$ cat src/rtl/pmu_ctr_pkg.sv
package pmu_ctr_pkg;

    // Event-select field positions
    localparam int SEL_CODE_LO  = 0;
    localparam int SEL_UMASK_LO = 8;
    localparam int SEL_USR      = 16;
    localparam int SEL_OS       = 17;
    localparam int SEL_EDGE     = 18;
    localparam int SEL_PIN      = 19;
    localparam int SEL_INT      = 20;
    localparam int SEL_RSVD     = 21;
    localparam int SEL_EN       = 22;
    localparam int SEL_INV      = 23;

    localparam int SEL_W   = 32;
    localparam int DATA_W  = 64;

    typedef enum logic [1:0] {
        RGN_CTR   = 2'd0,
        RGN_SEL   = 2'd1,
        RGN_GLOB  = 2'd2,
        RGN_NONE  = 2'd3
    } region_e;

    localparam logic [2:0] SUB_GLB_EN  = 3'd0;
    localparam logic [2:0] SUB_STATUS  = 3'd1;
    localparam logic [2:0] SUB_CLEAR   = 3'd2;

endpackage

$ cat src/rtl/pmu_evt_match.sv
module pmu_evt_match #(
    parameter int LANES = 2
) (
    input  logic [7:0]         sel_code,
    input  logic [7:0]         sel_umask,
    input  logic               sel_usr,
    input  logic               sel_os,
    input  logic               sel_en,
    input  logic [LANES-1:0]   evt_vld,
    input  logic [8*LANES-1:0] evt_code,
    input  logic [8*LANES-1:0] evt_umask,
    input  logic               priv_kernel,
    output logic               hit
);
    logic [LANES-1:0] lane_hit;
    logic             priv_ok;

    for (genvar l = 0; l < LANES; l++) begin : g_lane
        assign lane_hit[l] = evt_vld[l]
                          && (evt_code[8*l +: 8]  == sel_code)
                          && (evt_umask[8*l +: 8] == sel_umask);
    end

    assign priv_ok = priv_kernel ? sel_os : sel_usr;
    assign hit     = sel_en && priv_ok && (|lane_hit);

endmodule

$ cat src/rtl/pmu_ctr_slice.sv
module pmu_ctr_slice #(
    parameter int CTR_W = 48
) (
    input  logic             clk,
    input  logic             rst_n,
    input  logic             hit,
    input  logic             glb_en,
    input  logic             wr,
    input  logic [31:0]      wval,
    output logic [CTR_W-1:0] cnt,
    output logic             ovf
);
    typedef struct packed {
        logic [CTR_W-1:0] cnt;
    } slice_t;

    slice_t st_d, st_q;
    logic   inc;
    logic   at_max;

    assign inc    = hit && glb_en;
    assign at_max = &st_q.cnt;

    always_comb begin
        st_d = st_q;
        ovf  = 1'b0;
        if (wr) begin
            st_d.cnt = {{(CTR_W-32){wval[31]}}, wval};
        end else if (inc) begin
            st_d.cnt = st_q.cnt + 1'b1;
            ovf      = at_max;
        end
    end

    always_ff @(posedge clk) begin
        if (!rst_n) st_q <= '0;
        else        st_q <= st_d;
    end

    assign cnt = st_q.cnt;

    AST_WRAP_ZERO: assert property (@(posedge clk) disable iff (!rst_n)
        (inc && !wr && at_max) |=> (cnt == '0));
    AST_HOLD_IDLE: assert property (@(posedge clk) disable iff (!rst_n)
        (!inc && !wr) |=> $stable(cnt));
    AST_OVF_AT_MAX: assert property (@(posedge clk) disable iff (!rst_n)
        ovf |-> (&cnt));

endmodule

$ cat src/rtl/pmu_ctr_bank.sv
module pmu_ctr_bank
    import pmu_ctr_pkg::*;
#(
    parameter int NUM_CTR = 4,
    parameter int CTR_W   = 48,
    parameter int LANES   = 2
) (
    input  logic               clk,
    input  logic               rst_n,
    input  logic               reg_wr,
    input  logic [4:0]         reg_addr,
    input  logic [63:0]        reg_wdata,
    output logic [63:0]        reg_rdata,
    output logic               reg_err,
    input  logic [LANES-1:0]   evt_vld,
    input  logic [8*LANES-1:0] evt_code,
    input  logic [8*LANES-1:0] evt_umask,
    input  logic               priv_kernel,
    output logic [NUM_CTR-1:0] ovf_status,
    output logic               irq
);
    localparam int PAD_W = DATA_W - CTR_W;

    typedef struct packed {
        logic [NUM_CTR-1:0][SEL_W-1:0] evsel;
        logic [NUM_CTR-1:0]            glb;
        logic [NUM_CTR-1:0]            stat;
    } bank_t;

    bank_t st_d, st_q;

    region_e                       rgn;
    logic [2:0]                    sub;
    logic                          sub_ok;
    logic                          sel_bad;
    logic                          glb_bad;
    logic [NUM_CTR-1:0]            ctr_wr;
    logic [NUM_CTR-1:0]            hit_vec;
    logic [NUM_CTR-1:0]            ovf_vec;
    logic [NUM_CTR-1:0]            int_vec;
    logic [NUM_CTR-1:0][CTR_W-1:0] cnt_vec;
    logic [NUM_CTR-1:0]            clr_mask;

    assign rgn     = region_e'(reg_addr[4:3]);
    assign sub     = reg_addr[2:0];
    assign sub_ok  = (int'(sub) < NUM_CTR);
    assign sel_bad = (|reg_wdata[63:32]) || reg_wdata[SEL_RSVD];
    assign glb_bad = |(reg_wdata >> NUM_CTR);

    for (genvar i = 0; i < NUM_CTR; i++) begin : g_ctr
        pmu_evt_match #(.LANES(LANES)) u_match (
            .sel_code    (st_q.evsel[i][SEL_CODE_LO +: 8]),
            .sel_umask   (st_q.evsel[i][SEL_UMASK_LO +: 8]),
            .sel_usr     (st_q.evsel[i][SEL_USR]),
            .sel_os      (st_q.evsel[i][SEL_OS]),
            .sel_en      (st_q.evsel[i][SEL_EN]),
            .evt_vld     (evt_vld),
            .evt_code    (evt_code),
            .evt_umask   (evt_umask),
            .priv_kernel (priv_kernel),
            .hit         (hit_vec[i])
        );

        pmu_ctr_slice #(.CTR_W(CTR_W)) u_slice (
            .clk    (clk),
            .rst_n  (rst_n),
            .hit    (hit_vec[i]),
            .glb_en (st_q.glb[i]),
            .wr     (ctr_wr[i]),
            .wval   (reg_wdata[31:0]),
            .cnt    (cnt_vec[i]),
            .ovf    (ovf_vec[i])
        );

        assign int_vec[i] = st_q.evsel[i][SEL_INT];

        AST_STAT_SET: assert property (@(posedge clk) disable iff (!rst_n)
            ovf_vec[i] |=> st_q.stat[i]);
    end

    // Next-state and write decode
    always_comb begin
        st_d     = st_q;
        reg_err  = 1'b0;
        ctr_wr   = '0;
        clr_mask = '0;
        if (reg_wr) begin
            unique case (rgn)
                RGN_CTR: begin
                    if (!sub_ok) reg_err = 1'b1;
                    for (int i = 0; i < NUM_CTR; i++)
                        if (sub_ok && int'(sub) == i) ctr_wr[i] = 1'b1;
                end
                RGN_SEL: begin
                    if (!sub_ok || sel_bad) reg_err = 1'b1;
                    for (int i = 0; i < NUM_CTR; i++)
                        if (sub_ok && !sel_bad && int'(sub) == i)
                            st_d.evsel[i] = reg_wdata[SEL_W-1:0];
                end
                RGN_GLOB: begin
                    if (sub == SUB_GLB_EN && !glb_bad)
                        st_d.glb = reg_wdata[NUM_CTR-1:0];
                    else if (sub == SUB_CLEAR)
                        clr_mask = reg_wdata[NUM_CTR-1:0];
                    else
                        reg_err = 1'b1;
                end
                default: reg_err = 1'b1;
            endcase
        end
        // a fresh overflow wins over a clear in the same cycle
        st_d.stat = (st_q.stat & ~clr_mask) | ovf_vec;
    end

    always_ff @(posedge clk) begin
        if (!rst_n) st_q <= '0;
        else        st_q <= st_d;
    end

    // Read mux
    always_comb begin
        reg_rdata = '0;
        unique case (rgn)
            RGN_CTR: begin
                for (int i = 0; i < NUM_CTR; i++)
                    if (int'(sub) == i) reg_rdata = {{PAD_W{1'b0}}, cnt_vec[i]};
            end
            RGN_SEL: begin
                for (int i = 0; i < NUM_CTR; i++)
                    if (int'(sub) == i) reg_rdata = {{(DATA_W-SEL_W){1'b0}}, st_q.evsel[i]};
            end
            RGN_GLOB: begin
                if (sub == SUB_GLB_EN)
                    reg_rdata = {{(DATA_W-NUM_CTR){1'b0}}, st_q.glb};
                else if (sub == SUB_STATUS)
                    reg_rdata = {{(DATA_W-NUM_CTR){1'b0}}, st_q.stat};
            end
            default: reg_rdata = '0;
        endcase
    end

    assign ovf_status = st_q.stat;
    assign irq        = |(st_q.stat & int_vec);

    AST_REJECT_KEEP: assert property (@(posedge clk) disable iff (!rst_n)
        reg_err |=> ($stable(st_q.evsel) && $stable(st_q.glb)));
    AST_IRQ_SOURCE: assert property (@(posedge clk) disable iff (!rst_n)
        irq |-> (|ovf_status));

endmodule

$ cat config.mk
export PLATFORM = sky130hd
export DESIGN_NAME = pmu_ctr_bank
export DESIGN_NICKNAME = d
export VERILOG_FILES = /design/src/rtl/pmu_ctr_pkg.sv /design/src/rtl/pmu_evt_match.sv /design/src/rtl/pmu_ctr_slice.sv /design/src/rtl/pmu_ctr_bank.sv
export SDC_FILE = /design/constraint.sdc
export NUM_CORES = 1
export LEC_CHECK = 0
export ABC_AREA = 1
export BUFFER_PORTS_ARGS = -buffer_cell sky130_fd_sc_hd__buf_2
export CAP_MARGIN = 20
export CORE_AREA = 2 2 237 239
export CTS_CLUSTER_DIAMETER = 30
export DETAILED_ROUTE_END_ITERATION = 10
export DIE_AREA = 0 0 239 241
export PLACE_DENSITY_LB_ADDON = 0.12
export SETUP_SLACK_MARGIN = 0.4
export SLEW_MARGIN = 20
export SYNTH_ARGS = -nofsm -noshare
export SYNTH_HDL_FRONTEND = slang
export SYNTH_SLANG_ARGS = --single-unit
$ cat constraint.sdc
create_clock -name clk -period 4.5 [get_ports clk]
set_clock_uncertainty 0.05 [all_clocks]
set_input_delay 0.45 -clock clk [delete_from_list [all_inputs] [get_ports clk]]
set_output_delay 0.45 -clock clk [all_outputs]
set_load 0.03 [all_outputs]
* Word-level counts from Yosys, hierarchy flattened
Cells that the tools add are included.
W data, S select, Z words.
** Operators by class
- Add/subtract/negate cells :: 4
- Multiply operators :: 0
- Div/mod/pow operators :: 0
- $lt $le $gt $ge :: 1
- Eq/ne operators :: 23
- Shifts and indexed selects :: 0
- Multiplexer cells :: 47
- Bitwise logic cells :: 4
- Reductions and logical operators :: 66
** Operators with widths (count)
- $mux W48 :: 9
- $mux W64 :: 6
- $add A48 B1 Y48 const B :: 4
- $pmux W64 S3 :: 1
- $reduce_and A48 Y1 :: 4
- $eq A8 B8 Y1 :: 16
- $reduce_or A60 Y1 :: 1
- $logic_and A1 B1 Y1 :: 38
- $mux W32 :: 1
- $mux W4 :: 8
- $reduce_or A32 Y1 :: 1
- $mux W1 :: 21
- $reduce_and A3 Y1 :: 5
- $and A4 B4 Y4 :: 2
- $reduce_bool A2 Y1 :: 4
- $reduce_or A2 Y1 :: 4
- $eq A3 B2 Y1 const B :: 2
- $eq A3 B3 Y1 const B :: 2
- $logic_not A3 Y1 :: 2
- $not A4 Y4 :: 1
- $or A4 B4 Y4 :: 1
- $reduce_or A4 Y1 :: 1
- $eq A3 B1 Y1 const B :: 1
- $logic_not A1 Y1 :: 3
- 6 further kinds :: 7
** Storage, ports and cells
- Bits in registers :: 328
- Bits in latches :: 0
- Bits in writable memories :: 0
- Bits in read-only memories :: 0
- Bits of input ports :: 107
- Output and inout port bits :: 70
- Word-level logic and storage cells :: 155
- Memories :: 0

* Logic depth before layout (Yosys ltp)
- Depth in word-level cells :: 9
- Gate-level depth with buffers :: 14
- Depth with buffers taken out :: 13

* Modules after synthesis
Synthesis repeated with hierarchy kept, for this count alone.
** Second synthesis, totals
- Cells, all modules :: 4161
- Area total of the unflattened synthesis :: 24865.1 um^2
** By module, submodules not included
- pmu_ctr_slice at g_ctr[0].u_slice ... :: times used 3, cells an instance 553, area each 3555.9 um^2
- pmu_ctr_bank :: times used 1, cells an instance 1398, area each 8418.1 um^2
- pmu_ctr_slice at g_ctr[3].u_slice :: times used 1, cells an instance 552, area each 3417.0 um^2
- pmu_evt_match :: times used 4, cells an instance 138, area each 590.6 um^2

* Worst setup path after synthesis
No wires, ideal clock.
- Path type :: input -> output
- Start point :: in reg_addr[1]
- End point :: out reg_rdata[30]
- Arrival time :: 2.013 ns
- Data required time :: 4.000 ns
- Path slack :: 1.987 ns
- Stages on the path :: 8
- Buffers on the path :: 1
- Path through :: inv_1 -> nand2_2 -> inv_2 -> buf_2 -> nand2_1 -> o211ai_1 -> nor2_1 -> o21ai_0
** Between the ends
- Longest elaborated chain between the ends :: 6
** Ends and longest elaborated chain
- from (decl) :: line pmu_ctr_bank.sv:11 : input logic [4:0] reg_addr,
- $logic_not A3 Y1 :: line pmu_ctr_bank.sv:126, pmu_ctr_bank.sv:130
- $mux W32 / $mux W48 (equally long branches) :: line pmu_ctr_bank.sv:130, pmu_ctr_bank.sv:126
- $mux W64 (on tied branches) (3 in series) :: line pmu_ctr_bank.sv:130, pmu_ctr_bank.sv:126
- $pmux W64 S3 (*) :: line pmu_ctr_bank.sv:123 : unique case (rgn)
- to (decl) :: line pmu_ctr_bank.sv:13 : output logic [63:0] reg_rdata,
Every way passes the cells marked *; elsewhere a longest branch is shown, timed or not.

* Worst setup path in the final report
- Start point :: in reg_addr[1]
- End point :: out reg_rdata[21]
The elaborated chain is that of the path after synthesis.

==> flow_metrics.py <==
metrics = {
    "layout": {
        "drive_above_1_share_pct": 9.41,
        "final_cells": 5369,
        "stdcell_area_sq_um": 29700,
        "final_nets": 4690,
        "areaGrowthSynthToFinish_pct": 18.2,
    },
    "global_route": {
        "grtUsageTotal_pct": 40.0,
        "initial_antenna_violation_count": 3,
        "grt.overflow.total": 0,
        "global_route_wire_length_before_repair_mm": 173,
        "grt_start_max_net_pins": 171,
        "grt_pass1_vias": 27400,
    },
    "clock_network": {
        "htreeDepth": 3,
        "tritoncts.num_buffers": 101,
        "cts_tree": "yes",
        "cts_repair_resize_count": 0,
        "ctsRootBufferMaster": "sky130_fd_sc_hd__clkbuf_16",
        "clock-sinks": 328,
        "clkSlewWorstSetupHoldPaths_ns": 0.04,
        "worstSkewPairLatency_ns": 0.66,
        "clock_tree.buffer_depth": 3,
        "postCtsSetupBuffers": 0,
        "cts_hold_repair.buffers": 0,
    },
    "sta": {
        "timing.final.setup_violations": 0,
        "post-route-min-period_ns": 3.71,
        "maximum_clock_frequency_ghz": 0.270,
        "fin_crit_sh_pct": 82.4,
        "timing_worst_slew_pin_value_ns": 1.20,
        "report.final.slew_viol_count": 0,
        "timing.final.hold_violations": 0,
        "timing.setup.tns_ns": 0,
        "rsz0062_at_grt": "false",
        "maxSlewHeadroom_pct": 19.8,
    },
    "die": {
        "die_area_sq_um": 57600,
        "rows": 86,
        "starting_utilization_of_the_core_area_pct": 45.8,
        "die-height_um": 241,
        "core_area_sq_um": 54900,
        "io_pins": 177,
        "width_of_the_die_um": 239,
    },
    "placed_design": {
        "dp_hpwl_mm": 86.5,
        "post_dp_cell_area_sq_um": 26100,
        "dpl.cell_count": 5177,
        "gp_congestion": 1.05,
        "io_buffers": 160,
    },
    "power": {
        "power.sequential.fraction_pct": 27.2,
        "power_density_nw_per_um2": 369,
        "p_comb_share_pct": 6.6,
        "power.net_switching_uw": 2750,
        "intPower_uw": 8210,
        "power_frac_clock_pct": 66.2,
        "leakage_uw": 0.0136,
        "overall_power_consumption_uw": 11000,
        "power_switching_share_pct": 25.1,
        "ir_drop_mv": 0.395,
    },
    "worst_setup_path": {
        "r2r-start": "st_q[75]$_SDFFE_PN0P_",
        "critical_path.startpoint": "reg_addr[1]",
        "cp.arrival_ns": 3.21,
        "path_class": "in2out",
        "end_kind": "output pin",
        "worstPathRequired_ns": 4.00,
        "critPathLaunchType": "input port",
        "cp_max_fo": 48,
    },
    "detailed_routing": {
        "drtPass1Iterations": 9,
        "via_per_inst": 5.70,
        "drc": 0,
        "vias": 30600,
        "post_dr_wirelength_cell_um": 21.9,
        "detail_route.wirelength_mm": 118,
        "number_of_drc_markers_in_iteration_0": 3941,
        "final_antenna_net_count": 0,
    },
    "synthesis": {
        "synth.top_cells.by_count": "sky130_fd_sc_hd__nand2_1 (1,366), sky130_fd_sc_hd__nor2_1 (943), sky130_fd_sc_hd__inv_1 (389)",
        "ys_async_sr_fraction_pct": 0,
        "most_area_hungry_cell_type_in_the_yosys_netlist": "sky130_fd_sc_hd__dfxtp_1",
        "syn-cell-area_sq_um": 25100,
        "synth.distinct_cells": 46,
        "synthesis.instances": 4493,
        "dominantRegCellSynth": "sky130_fd_sc_hd__dfxtp_1",
        "netlist.area_leader.share_pct": 26.1,
        "yosys_register_bits": 328,
        "synth.yosys.warnings": 0,
        "synth-edff-count": 0,
        "post-synth-top-count-cell": "sky130_fd_sc_hd__nand2_1",
        "synth_area_leaders": "sky130_fd_sc_hd__dfxtp_1 (26%), sky130_fd_sc_hd__nand2_1 (20%), sky130_fd_sc_hd__nor2_1 (14%), sky130_fd_sc_hd__inv_1 (5.8%), sky130_fd_sc_hd__nand3_1 (5.0%)",
        "register_area_share_after_synthesis_pct": 26.1,
        "post_synth.cell_area_avg_sq_um": 5.59,
    },
    "min_path": {
        "holdCritPathClass": "in2reg",
        "hold_start": "reg_wdata[3]",
    },
    "run": {
        "max_cap_violations": 0,
    },
    "run_status": {
        "run_status": "finished clean",
    },
}
## cell type report
class | count | area, sq um
multi-input cells | 3531 | 16000
inverters | 416 | 1560
diodes | 1 | 2.50
clock inverters | 44 | 500
clock buffers | 144 | 2980
repair buffers | 201 | 1190
flip-flops and latches | 328 | 6570
fillers | 5918 | 25200
well taps | 704 | 881
## power by group through the flow
stage	Combinational [uW]	Sequential [uW]	Clock, uW
finish	722	2980	7250
global route	755	2980	7470
CTS	693	2980	7280
detailed placement	691	3030	0
global placement	691	3030	0
floorplan	388	3010	0
## layout by cell type, fill, tap and decap left out, types with 90 or more instances in the layout
master                         n
sky130_fd_sc_hd__nand2_1    1366
sky130_fd_sc_hd__nor2_1      943
sky130_fd_sc_hd__inv_1       389
sky130_fd_sc_hd__dfxtp_1     328
sky130_fd_sc_hd__nand3_1     248
sky130_fd_sc_hd__a21oi_1     237
sky130_fd_sc_hd__o21ai_0     207
sky130_fd_sc_hd__buf_2       160
sky130_fd_sc_hd__nand4_1     130
sky130_fd_sc_hd__xor2_1      106
sky130_fd_sc_hd__clkbuf_16   104
sky130_fd_sc_hd__o22ai_1      90
## worst max-delay path, cell delays in order
cell and delay (ns):
sky130_fd_sc_hd__buf_2 0.11, sky130_fd_sc_hd__inv_1 0.24, sky130_fd_sc_hd__nor2_4 0.07, sky130_fd_sc_hd__inv_2 0.69, sky130_fd_sc_hd__o21ai_0 0.34, sky130_fd_sc_hd__a221oi_1 0.74
sky130_fd_sc_hd__o21ai_0 0.29, sky130_fd_sc_hd__buf_2 0.25
## sequential cells by signal (all words and copies together), names as in the netlist
name / cells
ovf_status: 4
st_q: 128
int_vec: 4
g_ctr.u_slice.cnt: 192
## stage by stage
stage	worst slack, ns	hold slack, ns	util, %
2_1_floorplan	1.99	0.383	-
3_3_place_gp	0.971	0.398	47.6
3_5_place_dp	0.943	0.396	47.6
4_1_cts	0.943	0.0452	54.0
5_1_grt	0.761	0.0569	54.1
6_report	0.793	0.0595	54.1
## layer usage
metal | vias to the layer above | GRT usage, % | wire length (um)
li1 | 14600 | - | -
met1 | 13800 | 53.1 | 47600
met2 | 1787 | 58.5 | 48700
met3 | 393 | 9.08 | 13200
met4 | 4 | 25.4 | 8090
met5 | - | 0 | 30
## cells by family after synthesis
kind of cell,count (synthesis),share of synthesized area [%]
buffers and inverters,649,10.6
AND/OR/NAND/NOR,2766,45.1
adder cells (fa/ha/maj),4,0.199
XOR/XNOR,124,4.32
flip-flops,328,26.1
other,1,0.0149
AO/OA/AOI/OAI,621,13.7
## final timing paths
check	to	slack, ns	depth (start not counted)
setup reg to reg	g_ctr[2].u_slice.cnt[12]$_SDFFE_PN0P_	1.47	12
hold reg to reg	st_q[93]$_SDFFE_PN0P_	0.41	2
setup / recovery	reg_rdata[21]	0.79	8
hold / removal	st_q[43]$_SDFFE_PN0P_	0.06	3
Note: power is estimated with default switching activity, not from simulation.
